### src/rtl/i2cm_pkg.sv
package i2cm_pkg;

  typedef enum logic [1:0] {ST_IDLE, ST_RX, ST_TX} eng_state_t;
  typedef enum logic [1:0] {K_CTRL, K_ADDR, K_DATA} rx_kind_t;

  localparam logic [3:0] DEV_CODE = 4'b1010;
  localparam int BYTE_W = 8;

  // Control byte matches device code and strapped select value.
  function automatic logic ctrl_hit(input logic [7:0] b, input logic [2:0] sel);
    return (b[7:4] == DEV_CODE) && (b[3:1] == sel);
  endfunction

  // Write-side increment: only the low pw bits count.
  function automatic logic [15:0] page_next(input logic [15:0] a, input int pw);
    logic [15:0] m;
    m = (16'd1 << pw) - 16'd1;
    return (a & ~m) | ((a + 16'd1) & m);
  endfunction

  // Read-side increment: whole array, wraps at 2**aw.
  function automatic logic [15:0] seq_next(input logic [15:0] a, input int aw);
    return (a + 16'd1) & ((16'd1 << aw) - 16'd1);
  endfunction

endpackage

### src/rtl/i2cm_deglitch.sv
module i2cm_deglitch #(
  parameter int SYNC_STAGES = 2,
  parameter int FILT_HOLD   = 3
) (
  input  logic clk,
  input  logic rst_n,
  input  logic din,
  output logic dout
);
  localparam int CW = $clog2(FILT_HOLD + 1);

  logic [SYNC_STAGES-1:0] sync_q;
  logic [CW-1:0]          cnt;
  logic                   synced;

  assign synced = sync_q[SYNC_STAGES-1];

  always_ff @(posedge clk or negedge rst_n) begin
    if (!rst_n) begin
      sync_q <= '1;
      cnt    <= '0;
      dout   <= 1'b1;
    end else begin
      sync_q <= {sync_q[SYNC_STAGES-2:0], din};
      if (synced == dout) begin
        cnt <= '0;
      end else if (cnt == CW'(FILT_HOLD - 1)) begin
        dout <= synced;
        cnt  <= '0;
      end else begin
        cnt <= cnt + 1'b1;
      end
    end
  end
endmodule

### src/rtl/i2cm_events.sv
module i2cm_events (
  input  logic clk,
  input  logic rst_n,
  input  logic scl,
  input  logic sda,
  output logic ev_start,
  output logic ev_stop,
  output logic ev_rise,
  output logic ev_fall
);
  logic scl_q, sda_q;

  always_ff @(posedge clk or negedge rst_n) begin
    if (!rst_n) begin
      scl_q <= 1'b1;
      sda_q <= 1'b1;
    end else begin
      scl_q <= scl;
      sda_q <= sda;
    end
  end

  assign ev_start = scl & scl_q & sda_q & ~sda;
  assign ev_stop  = scl & scl_q & ~sda_q & sda;
  assign ev_rise  = scl & ~scl_q;
  assign ev_fall  = ~scl & scl_q;
endmodule

### src/rtl/i2cm_store.sv
module i2cm_store #(
  parameter int AW = 7,
  parameter int DW = 8
) (
  input  logic          clk,
  input  logic          rst_n,
  input  logic          we,
  input  logic [AW-1:0] waddr,
  input  logic [DW-1:0] wdata,
  input  logic [AW-1:0] raddr,
  output logic [DW-1:0] rdata
);
  localparam int DEPTH = 1 << AW;

  logic [DW-1:0] mem [DEPTH];

  always_ff @(posedge clk or negedge rst_n) begin
    if (!rst_n) begin
      for (int i = 0; i < DEPTH; i++) mem[i] <= '0;
    end else if (we) begin
      mem[waddr] <= wdata;
    end
  end

  assign rdata = mem[raddr];
endmodule

### src/rtl/i2cm_slave.sv
module i2cm_slave
  import i2cm_pkg::*;
#(
  parameter int ADDR_W      = 7,
  parameter int PAGE_W      = 4,
  parameter int SYNC_STAGES = 2,
  parameter int FILT_HOLD   = 3,
  parameter int WR_CYCLES   = 2000
) (
  input  logic       clk,
  input  logic       rst_n,
  input  logic       scl_i,
  input  logic       sda_i,
  input  logic [2:0] chip_sel,
  output logic       sda_pull
);
  localparam int BW = $clog2(WR_CYCLES + 1);

  // filtered lines: index 0 = SCL, index 1 = SDA
  logic [1:0] raw_lines, filt_lines;
  assign raw_lines = {sda_i, scl_i};

  for (genvar g = 0; g < 2; g++) begin : g_line
    i2cm_deglitch #(.SYNC_STAGES(SYNC_STAGES), .FILT_HOLD(FILT_HOLD)) u_dg (
      .clk(clk), .rst_n(rst_n), .din(raw_lines[g]), .dout(filt_lines[g])
    );
  end

  logic scl_f, sda_f;
  assign scl_f = filt_lines[0];
  assign sda_f = filt_lines[1];

  logic ev_start, ev_stop, ev_rise, ev_fall;
  i2cm_events u_ev (
    .clk(clk), .rst_n(rst_n), .scl(scl_f), .sda(sda_f),
    .ev_start(ev_start), .ev_stop(ev_stop), .ev_rise(ev_rise), .ev_fall(ev_fall)
  );

  eng_state_t         st;
  rx_kind_t           kind;
  logic [3:0]         bitcnt;
  logic [6:0]         shreg;
  logic [7:0]         txsh;
  logic [ADDR_W-1:0]  ptr;
  logic               rd_mode, ack_pend, m_ack, wrote;
  logic [BW-1:0]      busy_cnt;

  logic [7:0]         rx_byte, mem_rdata;
  logic               busy, ctrl_ok, mem_we;
  logic [ADDR_W-1:0]  ptr_page, ptr_seq;

  // named internal events for the checker
  logic in_idle, ctrl_armed;
  assign in_idle    = (st == ST_IDLE);
  assign ctrl_armed = (st == ST_RX) && (kind == K_CTRL) && (bitcnt == 4'd0);

  assign rx_byte  = {shreg, sda_f};
  assign busy     = (busy_cnt != '0);
  assign ctrl_ok  = ctrl_hit(rx_byte, chip_sel) && !busy;
  assign ptr_page = ADDR_W'(page_next(16'(ptr), PAGE_W));
  assign ptr_seq  = ADDR_W'(seq_next(16'(ptr), ADDR_W));
  assign mem_we   = (st == ST_RX) && (kind == K_DATA) && ev_rise && (bitcnt == 4'd7);

  i2cm_store #(.AW(ADDR_W), .DW(BYTE_W)) u_store (
    .clk(clk), .rst_n(rst_n), .we(mem_we), .waddr(ptr), .wdata(rx_byte),
    .raddr(ptr), .rdata(mem_rdata)
  );

  always_ff @(posedge clk or negedge rst_n) begin
    if (!rst_n) begin
      st       <= ST_IDLE;
      kind     <= K_CTRL;
      bitcnt   <= '0;
      shreg    <= '0;
      txsh     <= '0;
      ptr      <= '0;
      rd_mode  <= 1'b0;
      ack_pend <= 1'b0;
      m_ack    <= 1'b0;
      wrote    <= 1'b0;
      sda_pull <= 1'b0;
      busy_cnt <= '0;
    end else begin
      if (busy) busy_cnt <= busy_cnt - 1'b1;

      if (ev_stop) begin
        st       <= ST_IDLE;
        sda_pull <= 1'b0;
        bitcnt   <= '0;
        ack_pend <= 1'b0;
        wrote    <= 1'b0;
        if (wrote) busy_cnt <= BW'(WR_CYCLES);
      end else if (ev_start) begin
        st       <= ST_RX;
        kind     <= K_CTRL;
        bitcnt   <= '0;
        sda_pull <= 1'b0;
        ack_pend <= 1'b0;
        wrote    <= 1'b0;
      end else begin
        case (st)
          ST_RX: begin
            if (ev_rise) begin
              if (bitcnt < 4'd8) begin
                shreg  <= rx_byte[6:0];
                bitcnt <= bitcnt + 1'b1;
                if (bitcnt == 4'd7) begin
                  case (kind)
                    K_CTRL: begin
                      if (ctrl_ok) begin
                        ack_pend <= 1'b1;
                        rd_mode  <= rx_byte[0];
                      end else begin
                        st <= ST_IDLE;
                      end
                    end
                    K_ADDR: begin
                      ptr      <= rx_byte[ADDR_W-1:0];
                      ack_pend <= 1'b1;
                    end
                    default: begin
                      ptr      <= ptr_page;
                      wrote    <= 1'b1;
                      ack_pend <= 1'b1;
                    end
                  endcase
                end
              end else begin
                bitcnt <= 4'd9;
              end
            end else if (ev_fall) begin
              if (bitcnt == 4'd8) begin
                sda_pull <= ack_pend;
              end else if (bitcnt == 4'd9) begin
                ack_pend <= 1'b0;
                bitcnt   <= '0;
                if (kind == K_CTRL && rd_mode) begin
                  st       <= ST_TX;
                  txsh     <= mem_rdata;
                  sda_pull <= ~mem_rdata[7];
                  ptr      <= ptr_seq;
                end else begin
                  sda_pull <= 1'b0;
                  kind     <= (kind == K_CTRL) ? K_ADDR : K_DATA;
                end
              end
            end
          end
          ST_TX: begin
            if (ev_rise) begin
              if (bitcnt == 4'd8) m_ack <= ~sda_f;
              bitcnt <= bitcnt + 1'b1;
            end else if (ev_fall) begin
              if (bitcnt >= 4'd1 && bitcnt <= 4'd7) begin
                txsh     <= {txsh[6:0], 1'b0};
                sda_pull <= ~txsh[6];
              end else if (bitcnt == 4'd8) begin
                sda_pull <= 1'b0;
              end else if (bitcnt == 4'd9) begin
                bitcnt <= '0;
                if (m_ack) begin
                  txsh     <= mem_rdata;
                  sda_pull <= ~mem_rdata[7];
                  ptr      <= ptr_seq;
                end else begin
                  st       <= ST_IDLE;
                  sda_pull <= 1'b0;
                end
              end
            end
          end
          default: sda_pull <= 1'b0;
        endcase
      end
    end
  end
endmodule

### config.mk
export PLATFORM = sky130hd
export DESIGN_NAME = i2cm_slave
export DESIGN_NICKNAME = d
export VERILOG_FILES = /design/src/rtl/i2cm_pkg.sv /design/src/rtl/i2cm_deglitch.sv /design/src/rtl/i2cm_events.sv /design/src/rtl/i2cm_store.sv /design/src/rtl/i2cm_slave.sv
export SDC_FILE = /design/constraint.sdc
export NUM_CORES = 2
export LEC_CHECK = 0
export ABC_CLOCK_PERIOD_IN_PS = 4100
export CAP_MARGIN = 20
export CORE_MARGIN = 2
export CORE_UTILIZATION = 65
export DETAILED_ROUTE_END_ITERATION = 16
export DONT_BUFFER_PORTS = 1
export PLACE_DENSITY = 0.78
export RECOVER_POWER = 25
export SLEW_MARGIN = 20
export SYNTH_ARGS = -nofsm -noshare
export SYNTH_HDL_FRONTEND = slang
export SYNTH_SLANG_ARGS = --single-unit
### constraint.sdc
create_clock -name clk -period 4.1 [get_ports clk]
set_input_delay 0.82 -clock clk [delete_from_list [all_inputs] [get_ports clk]]
set_output_delay 0.82 -clock clk [all_outputs]
set_load 0.05 [all_outputs]
==> metrics.md <==
| Metric | Value |
|---|---|
| Crit path max-delay cell type | nor2b_2 |
| Synth warn | 0 |
| Placed Cells incl. Taps | 4435 |
| CTS tree | built |
| Fillcell total | 4747 |
| HPWL after DPL | 89150 um |
| Initial antenna violation count | 4 |
| Max-cap check violation count | 1 |
| Min cycle time layout | 3.794 ns |
| Nets | 3602 |
| Tot Pwr | 25.95 mW |
| Static leakage | 25.69 nW |
| Post-Synthesis Cells | 3632 |
| Port Buf Inserts | 0 |
| Root buf cell | clkbuf_16 |
| Average size of a mapped cell | 13.35 um2 |
| Synth unique cells | 80 |
| Post-Route WL | 144800 um |
| Cell area power density | 486.3 nW/um2 |
| CP Cell Sequence | inv_1 -> ha_1 -> nand3_1 -> or3_1 -> nor2b_2 -> buf_4 -> nand2_1 -> mux2_2 |
| WP data arrival | 4.35 ns |
| Post-layout util | 71.92% |
| FP Rows | 100 |
| Routed Antenna Nets | 0 |
| DRC Markers | 0 |
| FMAX | 263.6 MHz |
| Vias per cell | 7.216 |
| Routability-driven placement congestion ratio | 0.9677 |
| Die Span X | 277.2 um |
| Failing checks | capacitance limit, slew limit |
| Slew headroom | -50.50% |
| Final clock skew | 0.01988 ns |
| Required time worst endpoint | 4.66 ns |
| # setup viols final | 0 |
| CTS max path bufs | 3 |
| H-tree depth | 3 |
| EDFF count, synth | 0 |
| Global-route wire length before repair | 218100 um |
| WP buf/inv | 2 |
| Post-synth ARST share | 100.0% |
| Vias | 33510 |
| Maximum vdd ir drop | 463.4 uV |
| Area Growth Syn to Fin | 10.03% |
| Die area | 76820 um2 |
| Hold Crit Class | primary input to async pin |
| Largest net degree at the start of global routing | 1082 |
| Iteration-0 DRC Markers | 3803 |
| Worst-path fanout max | 13 |
| CP delay by family, top | simple AND/OR/NAND/NOR gates |
| Starting Density | 65.37% |
| Drt pass-1 iters | 6 |
| Most used DFF post-synth | dfrtp_1 |
| Netlist Area Pre-Place | 48500 um2 |
| DR WL/cell | 31.19 um |
| Post-CTS Resized | 0 |
| Ports | 8 |
| Clk pin slew, worst setup/hold paths | 0.06 ns |
| Max-slew violations | 164 |
| Max stage delay on crit path | 0.86 ns |
| Critical path type | register to register |
| Clock sink total | 1081 |
| R2r startpoint | st[1] |
| Grt ovf | 0 |
| All-Layer GR Usage | 37.60% |
| CTS buffer count | 108 |
| Unrepaired setup endpoints after global routing | false |
| Core area | 74200 um2 |
| Final worst-path cycle share | 92.54% |
| Most frequent cells in the layout | dfrtp_1 (1063), mux2_2 (986), a22oi_1 (232) |
| Setup slack after layout | 0.3060 ns |
| Status | finished with violations |
| Measured slew at the worst slew-check pin | 2.257 ns |
| Setup repair bufs after CTS | 0 |
| Vias in the first global route | 34320 |
| Sum of negative setup slack | 0 ns |
| CP Launch Point | st[1] |
| Crit path capture type | register |
| Finished Layout Cells | 4644 |
| Vert. Die Dim | 277.2 um |
| Commonest non-fill, non-tap cell in the layout | dfrtp_1 |
| Share of cells above drive strength 1 | 36.72% |
| Register area share after synthesis | 55.79% |
| Final hold violation count | 0 |
| #FFs+latches synth | 1081 |
| Skew-Pair Late Insertion Delay | 0.70 ns |
| Dpl ws | 0.4591 ns |
| Syn nets | 3651 |
| Worst Setup Start Kind | register |
-- Yosys cell counts, drive strengths merged (9+ instances only) --
| master | instances | area share (%) |
|---|---|---|
| buf | 105 | 1.1 |
| dfrtp | 1073 | 55 |
| mux2 | 1070 | 25 |
| nand2 | 204 | 1.6 |
| a31oi | 51 | 0.66 |
| o211ai | 13 | 0.20 |
| mux2i | 44 | 0.91 |
| nand3 | 26 | 0.27 |
| inv | 15 | 0.12 |
| a22o | 57 | 1.0 |
| nand4 | 27 | 0.35 |
| nor3 | 23 | 0.27 |
| and3 | 10 | 0.13 |
| a21oi | 83 | 0.86 |
| a221oi | 84 | 1.5 |
| o21ai | 47 | 0.48 |
| a22oi | 232 | 3.6 |
| mux4 | 24 | 1.1 |
| a211oi | 11 | 0.17 |
| o22ai | 9 | 0.12 |
| clkbuf | 169 | 1.3 |
| a41oi | 15 | 0.27 |
| nor2b | 23 | 0.30 |
| nor2 | 76 | 0.59 |
| ha | 12 | 0.31 |
-- through the flow --
stage	cell area [um2]	hold WS, ns
2_1_floorplan	48500	0.3452
3_3_place_gp	49600	0.3497
3_5_place_dp	49610	0.3482
4_1_cts	53200	-0.1205
5_1_grt	53350	0.1087
6_report	53360	0.1190
-- state kept, by name, summed over array words and instances, names as in the netlist --
signal and cells:
txsh 7, wrote 1, kind 2, g_line.u_dg.sync_q 4, u_ev.sda_q 1, st 2
u_store.mem 1024, ack_pend 1, g_line.u_dg.cnt 4, rd_mode 1, g_line.u_dg.dout 2, sda_pull 1
shreg 7, u_ev.scl_q 1, m_ack 1, bitcnt 4, busy_cnt 11, ptr 7
-- layer usage --
layer,GRT usage (%),vias to the layer above,wire length [um]
li1,-,13510,-
met1,49.44,17570,55720
met2,57.20,1903,65830
met3,9.896,531,14360
met4,21.27,2,8927
met5,0.1251,-,9
-- cell type report --
class                   instances  area [um2]  share of cell area (%)
flip-flops and latches       1081       27100                   50.79
multi-input cells            2261       20280                   38.01
clock buffers                 163        3169                   5.939
well taps                     969        1212                   2.272
repair buffers                115        1107                   2.075
clock inverters                35       420.4                  0.7878
inverters                      16       60.06                  0.1125
diodes                          4       10.01                 0.01876
-- final timing paths --
path,to,slack [ns],cells past startpoint
max in group asynchronous,shreg[1],1.41,2
min,u_store.mem[992],0.12,1
min reg2reg,g_line[1].u_dg.sync_q[1],0.36,0
min in group clk,g_line[1].u_dg.sync_q[0],0.13,0
max,u_store.mem[351],0.31,8
max reg2reg,u_store.mem[351],0.31,8
-- power breakdown --
| group | internal (mW) | switching (mW) | leakage [nW] |
|---|---|---|---|
| Clock | 5.78 | 4.25 | 1.78 |
| Sequential | 10.8 | 0.496 | 15.0 |
| Combinational | 1.07 | 3.54 | 8.86 |
| Total | 17.7 | 8.28 | 25.7 |
-- cell families (layout without fill, tap and decap cells) --
| kind of cell | after synthesis | count (layout) | synth area share, % |
|---|---|---|---|
| XOR/XNOR | 11 | 11 | 0.1987 |
| flip-flops | 1081 | 1081 | 55.79 |
| adder cells (fa/ha/maj) | 12 | 12 | 0.3096 |
| multiplexers | 1138 | 1138 | 26.87 |
| AO/OA/AOI/OAI | 657 | 657 | 9.932 |
| other | 0 | 4 | 0 |
| buffers and inverters | 290 | 329 | 2.513 |
| AND/OR/NAND/NOR | 443 | 443 | 4.388 |
Power figures use the tool's default switching activity.
